### src/rtl/ep_hs_pkg.sv
package ep_hs_pkg;

    typedef enum logic [1:0] {
        HS_NONE  = 2'd0,
        HS_ACK   = 2'd1,
        HS_NAK   = 2'd2,
        HS_STALL = 2'd3
    } hs_code_e;

    typedef enum logic [1:0] {
        CMD_NOP      = 2'd0,
        CMD_SET_HALT = 2'd1,
        CMD_CLR_HALT = 2'd2,
        CMD_RST_TOG  = 2'd3
    } cmd_op_e;

    typedef struct packed {
        logic halt;
        logic tog;
    } ep_state_t;

    typedef struct packed {
        logic     valid;
        hs_code_e code;
        logic     tx;
        logic     tx_pid;
        logic     acc;
    } hs_result_t;

endpackage

### src/rtl/ep_hs_decide.sv
module ep_hs_decide
    import ep_hs_pkg::*;
(
    input  logic     is_in_i,
    input  logic     crc_ok_i,
    input  logic     pid_i,
    input  logic     pend_i,
    input  logic     rdy_i,
    input  logic     halted_i,
    input  logic     tog_i,
    input  logic     no_hs_i,
    output hs_code_e code_o,
    output logic     tx_o,
    output logic     acc_o,
    output logic     flip_o
);

    always_comb begin
        code_o = HS_NONE;
        tx_o   = 1'b0;
        acc_o  = 1'b0;
        flip_o = 1'b0;
        if (halted_i) begin
            code_o = HS_STALL;
        end else if (no_hs_i) begin
            if (is_in_i) tx_o  = pend_i;
            else         acc_o = crc_ok_i & rdy_i;
        end else if (is_in_i) begin
            if (pend_i) tx_o   = 1'b1;
            else        code_o = HS_NAK;
        end else if (!crc_ok_i) begin
            code_o = HS_NONE;
        end else if (!rdy_i) begin
            code_o = HS_NAK;
        end else begin
            code_o = HS_ACK;
            if (pid_i == tog_i) begin
                acc_o  = 1'b1;
                flip_o = 1'b1;
            end
        end
    end

endmodule

### src/rtl/ep_hs_epreg.sv
module ep_hs_epreg
    import ep_hs_pkg::*;
(
    input  logic clk_i,
    input  logic rst_ni,
    input  logic flip_i,
    input  logic set_halt_i,
    input  logic clr_halt_i,
    input  logic rst_tog_i,
    output logic halt_o,
    output logic tog_o
);

    ep_state_t st_d, st_q;

    always_comb begin
        st_d = st_q;
        if (flip_i)     st_d.tog  = ~st_q.tog;
        if (set_halt_i) st_d.halt = 1'b1;
        if (clr_halt_i) begin
            st_d.halt = 1'b0;
            st_d.tog  = 1'b0;
        end
        if (rst_tog_i)  st_d.tog  = 1'b0;
    end

    always_ff @(posedge clk_i) begin
        if (!rst_ni) st_q <= '0;
        else         st_q <= st_d;
    end

    assign halt_o = st_q.halt;
    assign tog_o  = st_q.tog;

endmodule

### src/rtl/ep_handshake_ctrl.sv
module ep_handshake_ctrl
    import ep_hs_pkg::*;
#(
    parameter int               NUM_EP     = 4,
    parameter logic [NUM_EP-1:0] NO_HS_MASK = 4'b1000,
    localparam int              EP_W       = (NUM_EP > 1) ? $clog2(NUM_EP) : 1
) (
    input  logic              clk_i,
    input  logic              rst_ni,
    input  logic              txn_valid_i,
    input  logic [EP_W-1:0]   txn_ep_i,
    input  logic              txn_in_i,
    input  logic              crc_ok_i,
    input  logic              data_pid_i,
    input  logic              pending_i,
    input  logic              buf_ready_i,
    input  logic              hack_valid_i,
    input  logic [EP_W-1:0]   hack_ep_i,
    input  logic              cmd_valid_i,
    input  logic [EP_W-1:0]   cmd_ep_i,
    input  logic [1:0]        cmd_op_i,
    output logic              hs_valid_o,
    output logic [1:0]        hs_code_o,
    output logic              tx_req_o,
    output logic              tx_pid_o,
    output logic              accept_o,
    output logic [NUM_EP-1:0] toggle_o,
    output logic [NUM_EP-1:0] halt_o
);

    logic [NUM_EP-1:0] halt_q, tog_q;
    hs_code_e          dec_code;
    logic              dec_tx, dec_acc, dec_flip;
    logic              sel_halt, sel_tog, sel_nohs;
    hs_result_t        res_d, res_q;

    assign sel_halt = halt_q[txn_ep_i];
    assign sel_tog  = tog_q[txn_ep_i];
    assign sel_nohs = NO_HS_MASK[txn_ep_i];

    ep_hs_decide u_decide (
        .is_in_i   (txn_in_i),
        .crc_ok_i  (crc_ok_i),
        .pid_i     (data_pid_i),
        .pend_i    (pending_i),
        .rdy_i     (buf_ready_i),
        .halted_i  (sel_halt),
        .tog_i     (sel_tog),
        .no_hs_i   (sel_nohs),
        .code_o    (dec_code),
        .tx_o      (dec_tx),
        .acc_o     (dec_acc),
        .flip_o    (dec_flip)
    );

    for (genvar k = 0; k < NUM_EP; k++) begin : g_ep
        logic hit_txn, hit_hack, hit_cmd, flip;
        assign hit_txn  = txn_valid_i  && (txn_ep_i  == EP_W'(k));
        assign hit_hack = hack_valid_i && (hack_ep_i == EP_W'(k));
        assign hit_cmd  = cmd_valid_i  && (cmd_ep_i  == EP_W'(k));
        assign flip     = (hit_txn && dec_flip)
                        || (hit_hack && !halt_q[k] && !NO_HS_MASK[k]);

        ep_hs_epreg u_epreg (
            .clk_i      (clk_i),
            .rst_ni     (rst_ni),
            .flip_i     (flip),
            .set_halt_i (hit_cmd && (cmd_op_i == CMD_SET_HALT)),
            .clr_halt_i (hit_cmd && (cmd_op_i == CMD_CLR_HALT)),
            .rst_tog_i  (hit_cmd && (cmd_op_i == CMD_RST_TOG)),
            .halt_o     (halt_q[k]),
            .tog_o      (tog_q[k])
        );
    end

    always_comb begin
        res_d = '0;
        if (txn_valid_i) begin
            res_d.valid  = 1'b1;
            res_d.code   = dec_code;
            res_d.tx     = dec_tx;
            res_d.tx_pid = sel_tog;
            res_d.acc    = dec_acc;
        end
    end

    always_ff @(posedge clk_i) begin
        if (!rst_ni) res_q <= '0;
        else         res_q <= res_d;
    end

    assign hs_valid_o = res_q.valid;
    assign hs_code_o  = res_q.code;
    assign tx_req_o   = res_q.tx;
    assign tx_pid_o   = res_q.tx_pid;
    assign accept_o   = res_q.acc;
    assign toggle_o   = tog_q;
    assign halt_o     = halt_q;

endmodule

### config.mk
export PLATFORM = sky130hd
export DESIGN_NAME = ep_handshake_ctrl
export DESIGN_NICKNAME = d
export VERILOG_FILES = /design/src/rtl/ep_hs_pkg.sv /design/src/rtl/ep_hs_decide.sv /design/src/rtl/ep_hs_epreg.sv /design/src/rtl/ep_handshake_ctrl.sv
export SDC_FILE = /design/constraint.sdc
export NUM_CORES = 1
export LEC_CHECK = 0
export CAP_MARGIN = 30
export CORE_ASPECT_RATIO = 1.5
export CORE_MARGIN = 2
export CORE_UTILIZATION = 42
export DETAILED_ROUTE_END_ITERATION = 12
export PLACE_DENSITY = 0.79
export SLEW_MARGIN = 30
export SYNTH_ARGS = -nofsm -noshare
export SYNTH_HDL_FRONTEND = slang
export SYNTH_SLANG_ARGS = --single-unit
### constraint.sdc
create_clock -name clk_i -period 1.86 [get_ports clk_i]
set_input_delay 0.186 -clock clk_i [delete_from_list [all_inputs] [get_ports clk_i]]
set_output_delay 0.186 -clock clk_i [all_outputs]
set_load 0.01 [all_outputs]
==> results of run 1 <==
kinds of logic (layout without fill, tap and decap cells):
kind of cell | count (synthesis) | in the layout | synth area share, %
AND/OR/NAND/NOR | 42 | 42 | 30.25
AO/OA/AOI/OAI | 16 | 16 | 11.03
flip-flops | 14 | 14 | 33.38
buffers and inverters | 14 | 42 | 11.18
multiplexers | 6 | 6 | 10.13
XOR/XNOR | 3 | 3 | 4.025
power groups by stage:
| stage | combinational [mW] | sequential (mW) | clock [mW] |
|---|---|---|---|
| floorplan | 0.0784 | 0.328 | 0 |
| detailed placement | 0.152 | 0.329 | 0 |
| CTS | 0.152 | 0.322 | 0.225 |
| finish | 0.151 | 0.322 | 0.226 |
| global placement | 0.148 | 0.329 | 0 |
| global route | 0.165 | 0.325 | 0.244 |
per-layer routing:
layer / vias to the layer above / wire [µm] / track usage [%]
met5: - / 0 / 0
met4: 0 / 25 / 5.714
met3: 2 / 114 / 3.774
met2: 29 / 1110 / 38.78
met1: 346 / 682 / 17.59
li1: 390 / - / -
layout make-up:
type | instances | share of cell area, %
repair buffers | 35 | 29.34
clock buffers | 4 | 3.128
multi-input cells | 67 | 40.13
flip-flops and latches | 14 | 24.16
well taps | 21 | 2.265
inverters | 3 | 0.9709
Yosys cell counts, types with 3 or more instances:
cell type / instances / area (µm²)
nor3_1: 5 / 25.02
nand3b_1: 5 / 37.54
nor2_1: 4 / 15.01
inv_1: 3 / 11.26
nor4b_1: 4 / 35.03
mux2i_1: 4 / 40.04
a21boi_1: 4 / 30.03
a21oi_1: 4 / 20.02
dfxtp_1: 14 / 280.3
nand3_1: 3 / 15.01
o21ai_0: 6 / 30.03
nand2_1: 9 / 33.78
buf_4: 9 / 67.56
registers in the layout (all words and copies together) (netlist names):
name / cells
g_ep.u_epreg.halt_o: 4
g_ep.u_epreg.tog_o: 4
hs_code_o: 2
accept_o: 1
hs_valid_o: 1
tx_pid_o: 1
tx_req_o: 1
worst max-delay path, cell delays in order:
cell	delay, ns
clkdlybuf4s50_1	0.57
mux4_2	0.55
nor4b_1	0.31
a21oi_1	0.12
mux2i_1	0.12
final timing paths:
kind                                              from                     end  slack (ns)  cells past startpoint
worst max-delay path                       txn_ep_i[1]   g_ep[1].u_epreg.tog_o        0.19                      5
worst min register to register  g_ep[1].u_epreg.halt_o  g_ep[1].u_epreg.halt_o        0.52                      2
worst max register to register  g_ep[3].u_epreg.halt_o   g_ep[1].u_epreg.tog_o        0.35                      4
worst min-delay path                         pending_i                tx_req_o        0.46                      3
per-stage QoR:
step | cells | setup slack, ns | setup TNS [ns] | hold slack [ns] | total power, mW
finish | 144 | 0.1886 | 0 | 0.4638 | 0.7001
global route | 144 | 0.06419 | 0 | 0.4832 | 0.7336
CTS | 144 | 0.1599 | 0 | 0.4645 | 0.6998
detailed placement | 140 | -0.1412 | -0.3402 | 0.4980 | 0.4808
global placement | 140 | -0.1079 | -0.2639 | 0.4965 | 0.4776
floorplan | 95 | 0.3723 | 0 | 0.3043 | 0.4060
==> flow_summary.json, run 1 <==
{
  "synth_cell_type_count": 28,
  "gp_congestion": 0.7864,
  "io_pins": 32,
  "layout_common_cells": "31 x clkdlybuf4s50_1, 14 x dfxtp_1, 9 x nand2_1",
  "finalWirelength_mm": 1.932,
  "grt_pass1_vias": 805,
  "drv_slew": 0,
  "hold_path.class": "primary input to flip-flop",
  "synthCells": 95,
  "netSwitchingFraction_pct": 25.71,
  "die_w_um": 40.51,
  "cts_buffers": 3,
  "p_per_area_mw_per_mm2": 603.6,
  "yosysWarningCount": 0,
  "grt_max_degree": 11,
  "grt-ovfl-total": 0,
  "routedWlPerCell_um": 13.42,
  "crit_path_max_fanout": 3,
  "cts_tree": "built",
  "worstMarginPinSlew_ns": 0.3491,
  "grt_pass1_wl_mm": 3.208,
  "grt_antenna_before_repair": 0,
  "dp_hpwl_mm": 1.616,
  "initial_utilization_pct": 45.28,
  "ant_nets": 0,
  "via_per_inst": 5.326,
  "p_int_mw": 0.5201,
  "critPathKind": "primary input to flip-flop",
  "hold_viol_final": 0,
  "drt_iter0_drc": 11,
  "cts_setup_buffers": 0,
  "num_vias": 767,
  "core_area_mm2": 0.001854,
  "clockRootBuffer": "clkbuf_4",
  "die_area_mm2": 0.002380,
  "cts_max_level": 1,
  "status": "finished, final reports clean",
  "max_freq_mhz": 598.3,
  "path_clk_slew_ns": 0.09,
  "synth-seq-cells": 14,
  "async_flop_share_pct": 0,
  "leakage_nw": 0.4374,
  "finalSetupViolCount": 0,
  "cts-resized-gates": 0,
  "layout.area.seq_um2": 280.3,
  "cp-start-kind": "primary input",
  "clk_latency_ns": 0.29,
  "cp.arrival_ns": 1.86,
  "syn_area_per_cell_um2": 8.837,
  "drive_gt1_share_pct": 9.756,
  "combPwrFrac_pct": 21.6,
  "utilization_pct": 62.55,
  "port_buffers": 31,
  "drc": 0,
  "synth_flop_cell": "dfxtp_1",
  "fin_nets": 142,
  "slew_headroom_pct": 76.40,
  "yosysSeqAreaShare_pct": 33.38,
  "rows": 19,
  "synth_edf_count": 0,
  "cap_violations": 0,
  "crit_required_ns": 2.04,
  "clockBufferDepth": 2,
  "drtPass1Iterations": 4,
  "clock_power_share_pct": 32.3,
  "final_common_cell": "clkdlybuf4s50_1",
  "clock_sinks": 14,
  "finalClockSkew_ns": 0.002492,
  "fin_crit_sh_pct": 89.86,
  "endpoint_kind": "flip-flop",
  "final_area_mm2": 0.001160,
  "p_seq_share_pct": 46.0,
  "switching_power_mw": 0.1800,
  "postCtsHoldBufs": 0,
  "dpl_cell_area_mm2": 0.001124,
  "antennaDiodeCount": 0,
  "rsz0062_at_grt": "no",
  "syn_area_um2": 839.6,
  "grt_usage_pct": 19.46,
  "fillCellCount": 169,
  "peakVddDrop_mv": 0.5707,
  "syn_nets": 113,
  "final.min_clock_period_ns": 1.671,
  "multiInputGateArea_um2": 465.4,
  "die_h_um": 58.76,
  "area_growth_pct": 38.15
}
No activity file was read; power rests on OpenSTA's default activity.
==> run 2, diff against run 1 <==
--- a/config.mk
+++ b/config.mk
@@ -6,11 +6,11 @@
 export NUM_CORES = 1
 export LEC_CHECK = 0
 export CAP_MARGIN = 30
-export CORE_ASPECT_RATIO = 1.5
 export CORE_MARGIN = 2
-export CORE_UTILIZATION = 42
+export CORE_UTILIZATION = 45
+export CTS_BUF_LIST = sky130_fd_sc_hd__clkbuf_4 sky130_fd_sc_hd__clkbuf_8
 export DETAILED_ROUTE_END_ITERATION = 12
-export PLACE_DENSITY = 0.79
+export PLACE_DENSITY = 0.84
 export SLEW_MARGIN = 30
 export SYNTH_ARGS = -nofsm -noshare
 export SYNTH_HDL_FRONTEND = slang
==> flow_summary.json, run 2 (synthesis results as in run 1) <==
{
  "area_growth_pct": 38.75,
  "layout.area.seq_um2": 280.3,
  "netSwitchingFraction_pct": 24.87,
  "hold_path.class": "primary input to flip-flop",
  "worstMarginPinSlew_ns": 0.2832,
  "cts-resized-gates": 0,
  "die_w_um": 47.20,
  "via_per_inst": 5.291,
  "grt_antenna_before_repair": 0,
  "rsz0062_at_grt": "no",
  "layout_common_cells": "31 x clkdlybuf4s50_1, 14 x dfxtp_1, 9 x nand2_1",
  "final.min_clock_period_ns": 1.709,
  "cp.arrival_ns": 1.88,
  "fin_nets": 142,
  "core_area_mm2": 0.001745,
  "num_vias": 783,
  "finalSetupViolCount": 0,
  "drv_slew": 0,
  "grt_pass1_vias": 686,
  "crit_required_ns": 2.03,
  "switching_power_mw": 0.1720,
  "cp-start-kind": "primary input",
  "clk_latency_ns": 0.28,
  "die_area_mm2": 0.002227,
  "cts_max_level": 1,
  "critPathKind": "primary input to flip-flop",
  "startpoint": "txn_ep_i[1]",
  "postCtsHoldBufs": 0,
  "die_h_um": 47.20,
  "fin_crit_sh_pct": 91.90,
  "cap_violations": 0,
  "finalWorstSetupSlack_ns": 0.1507,
  "final_common_cell": "clkdlybuf4s50_1",
  "slew_headroom_pct": 80.85,
  "place_ws_ns": -0.1554,
  "grt_max_degree": 12,
  "path_clk_slew_ns": 0.09,
  "crit_path_max_fanout": 3,
  "cts_tree": "built",
  "cts_buffers": 3,
  "grt-ovfl-total": 0,
  "utilization_pct": 66.74,
  "max_freq_mhz": 585.0,
  "grt_pass1_wl_mm": 2.849,
  "r2r_start": "g_ep[3].u_epreg.halt_o",
  "fillCellCount": 146,
  "io_pins": 32,
  "leakage_nw": 0.4374,
  "routedWlPerCell_um": 12.81,
  "dp_hpwl_mm": 1.499,
  "ant_nets": 0,
  "p_seq_share_pct": 46.4,
  "p_per_area_mw_per_mm2": 593.8,
  "cts_setup_buffers": 0,
  "clock_sinks": 14,
  "grt_usage_pct": 18.56,
  "finalClockSkew_ns": 0.005540,
  "drive_gt1_share_pct": 9.756,
  "rows": 15,
  "hold_start": "pending_i",
  "hold_viol_final": 0,
  "clockBufferDepth": 2,
  "peakVddDrop_mv": 0.2969,
  "clockRootBuffer": "clkbuf_4",
  "clock_power_share_pct": 31.5,
  "gp_congestion": 0.8454,
  "status": "finished, final reports clean",
  "endpoint_kind": "flip-flop",
  "combPwrFrac_pct": 22.1,
  "port_buffers": 31,
  "initial_utilization_pct": 48.10,
  "drc": 0,
  "multiInputGateArea_um2": 465.4,
  "drt_iter0_drc": 15,
  "finalWirelength_mm": 1.896,
  "p_int_mw": 0.5197,
  "drtPass1Iterations": 3,
  "antennaDiodeCount": 0
}
-- run 2: cell counts in the layout (fill, tap and decap cells not counted) --
Identical to the previous run, type by type.
-- run 2: path summary, 6_finish.rpt --
path         depth (start not counted)  slack [ns]                    end
max                                  5        0.15  g_ep[1].u_epreg.tog_o
min                                  3        0.49               tx_req_o
max reg2reg                          4        0.33  g_ep[1].u_epreg.tog_o
min reg2reg                          1        0.51  g_ep[3].u_epreg.tog_o
-- run 2: power by group through the flow --
stage / combinational (mW) / clock [mW] / sequential, mW
after floorplan: 0.0784 / 0 / 0.328
after detailed placement: 0.152 / 0 / 0.328
after global routing: 0.165 / 0.244 / 0.323
after CTS: 0.153 / 0.221 / 0.321
after global placement: 0.148 / 0 / 0.329
final: 0.153 / 0.218 / 0.321
-- run 2: stage by stage --
step,cell area (µm²),power (mW),setup TNS (ns),cells,hold WS [ns]
floorplan,839.6,0.4060,0,95,0.3043
global placement,1129,0.4768,-0.2687,144,0.4900
detailed placement,1129,0.4803,-0.4034,144,0.4910
CTS,1165,0.6950,0,148,0.4927
global route,1165,0.7313,0,148,0.5022
finish,1165,0.6917,0,148,0.4874
-- run 2: routing by layer --
layer	track usage, %	routed length [µm]	part of all wire, %	vias to the layer above
met5	0	0	0	-
met2	33.70	968	51	26
met1	19.68	788	42	359
met3	5.385	103	5.4	6
met4	8.333	37	2.0	0
li1	-	-	-	392
-- run 2: cell type report --
class / count / area share (%)
multi-input combinational: 67 / 39.96
clock buffer: 4 / 3.115
tap: 25 / 2.685
inverter: 3 / 0.9667
sequential: 14 / 24.06
timing repair buffer: 35 / 29.22
-- run 2: critical path: stages --
cell	delay, ns
clkdlybuf4s50_1	0.57
mux4_2	0.55
nor4b_1	0.31
a21oi_1	0.13
mux2i_1	0.13
==> run 3, diff against run 2 <==
--- a/config.mk
+++ b/config.mk
@@ -6,11 +6,11 @@
 export NUM_CORES = 1
 export LEC_CHECK = 0
 export CAP_MARGIN = 30
-export CORE_MARGIN = 2
 export CORE_UTILIZATION = 45
 export CTS_BUF_LIST = sky130_fd_sc_hd__clkbuf_4 sky130_fd_sc_hd__clkbuf_8
 export DETAILED_ROUTE_END_ITERATION = 12
 export PLACE_DENSITY = 0.84
+export SKIP_CTS_REPAIR_TIMING = 1
 export SLEW_MARGIN = 30
 export SYNTH_ARGS = -nofsm -noshare
 export SYNTH_HDL_FRONTEND = slang
==> flow_summary.json, run 3 (synthesis results as in run 1) <==
{
  "gr-usage-met3_pct": 4.000,
  "fillCellCount": 153,
  "met2_usage_pct": 33.33,
  "clockBufferDepth": 2,
  "use_met1_pct": 23.15,
  "rows": 15,
  "fin_crit_sh_pct": 90.43,
  "io_pins": 32,
  "clock_sinks": 14,
  "grt-ovfl-total": 0,
  "cp_top_family": "multiplexers",
  "drtPass1Iterations": 3,
  "max_freq_mhz": 594.5,
  "hold_path.class": "primary input to flip-flop",
  "cpPeakStageDelay_ns": 0.56,
  "cp.depth": 5,
  "place_ws_ns": -0.1069,
  "hold_viol_final": 0,
  "drc": 0,
  "area_growth_pct": 37.85,
  "crit_path_max_fanout": 3,
  "grt_pass1_wl_mm": 2.898,
  "num_vias": 773,
  "finalClockSkew_ns": 0.007690,
  "dp_hpwl_mm": 1.368,
  "grt_antenna_before_repair": 0,
  "grt_max_degree": 13,
  "cp.arrival_ns": 1.85,
  "grt_busiest_layer": "met2",
  "crit_chain": "clkdlybuf4s50_1 > mux4_2 > nor4b_1 > a21oi_1 > mux2i_1",
  "fin_hold_ws_ns": 0.4787,
  "antennaDiodeCount": 0,
  "hold_depth": 3,
  "drive_gt1_share_pct": 9.016,
  "drv_slew": 0,
  "die_area_mm2": 0.002043,
  "finalWirelength_mm": 1.754,
  "rr_endpoint": "g_ep[1].u_epreg.tog_o",
  "clk_latency_ns": 0.28,
  "initial_utilization_pct": 48.10,
  "routedWlPerCell_um": 11.93,
  "slew_headroom_pct": 74.22,
  "die_h_um": 45.20,
  "p_per_area_mw_per_mm2": 591.8,
  "cp-start-kind": "primary input",
  "path_clk_slew_ns": 0.09,
  "cpMaxStageDelayCell": "clkdlybuf4s50_1",
  "critPathKind": "primary input to flip-flop",
  "layout_common_cells": "31 x clkdlybuf4s50_1, 14 x dfxtp_1, 9 x nand2_1",
  "endpoint_kind": "flip-flop",
  "final_common_cell": "clkdlybuf4s50_1",
  "grt_usage_pct": 19.82,
  "cts_max_level": 1,
  "grt_pass1_vias": 691,
  "leakage_nw": 0.4326,
  "cts_tree": "built",
  "startpoint": "txn_ep_i[1]",
  "rsz0062_at_grt": "no",
  "r2r_start": "g_ep[3].u_epreg.halt_o",
  "gp_congestion": 0.8390,
  "ant_nets": 0,
  "fin_nets": 141,
  "reg2reg_depth": 4,
  "finalPower_mw": 0.6849,
  "port_buffers": 31,
  "cp_num_buf_inv": 1,
  "final.min_clock_period_ns": 1.682,
  "crit_end": "g_ep[1].u_epreg.tog_o",
  "drt_iter0_drc": 17,
  "reg2reg_slack_ns": 0.33,
  "crit_required_ns": 2.03,
  "cts_buffers": 3,
  "tns_ns": 0,
  "finalSetupViolCount": 0,
  "worstMarginPinSlew_ns": 0.3855,
  "clockRootBuffer": "clkbuf_4",
  "status": "finished, final reports clean",
  "die_w_um": 45.20,
  "core_area_mm2": 0.001745,
  "stdcell_count": 147,
  "finalWorstSetupSlack_ns": 0.1780,
  "dp.cells": 143,
  "via_per_inst": 5.259,
  "cap_violations": 0,
  "peakVddDrop_mv": 0.4802
}
==> run 3: where the power goes <==
group / leakage (nW) / switching (mW) / internal (mW)
Clock: 0.0210 / 0.0947 / 0.119
Combinational: 0.298 / 0.0613 / 0.0881
Sequential: 0.114 / 0.0107 / 0.311
==> run 3: layer usage <==
| metal | wire, µm | part of all wire (%) | up-vias |
|---|---|---|---|
| met3 | 75 | 4.3 | 2 |
| li1 | - | - | 394 |
| met4 | 11 | 0.63 | 0 |
| met2 | 885 | 50 | 22 |
| met1 | 781 | 45 | 355 |
| met5 | 0 | 0 | - |
==> run 3: worst register-to-register path, cell delays in order (launching register included) <==
cell     delay, ns
dfxtp_1       0.35
mux4_2        0.51
nor4b_1       0.30
a21oi_1       0.13
mux2i_1       0.13
==> run 3: worst min path at each step <==
stage	from	end	slack (ns)
2_1_floorplan	pending_i	tx_req_o	0.30
3_3_place_gp	g_ep[3].u_epreg.halt_o	g_ep[3].u_epreg.halt_o	0.49
3_5_place_dp	g_ep[3].u_epreg.halt_o	g_ep[3].u_epreg.halt_o	0.50
4_1_cts	pending_i	tx_req_o	0.47
5_1_grt	pending_i	tx_req_o	0.49
6_report	pending_i	tx_req_o	0.48
==> run 3: stage by stage <==
stage / cell area [µm²] / utilization [%]
final: 1157 / 66.31
after global routing: 1157 / 66.31
after CTS: 1157 / 66.31
after detailed placement: 1121 / 64.23
after global placement: 1121 / 64.23
after floorplan: 839.6 / -
==> run 3: final cells by class <==
cell class                      count  area [µm²]  area share (%)
Clock buffer                        4       36.28           3.135
Inverter                            3       11.26          0.9730
Multi-Input combinational cell     67       465.4           40.22
Sequential cell                    14       280.3           24.22
Tap cell                           25       31.28           2.703
Timing Repair Buffer               34       332.8           28.76
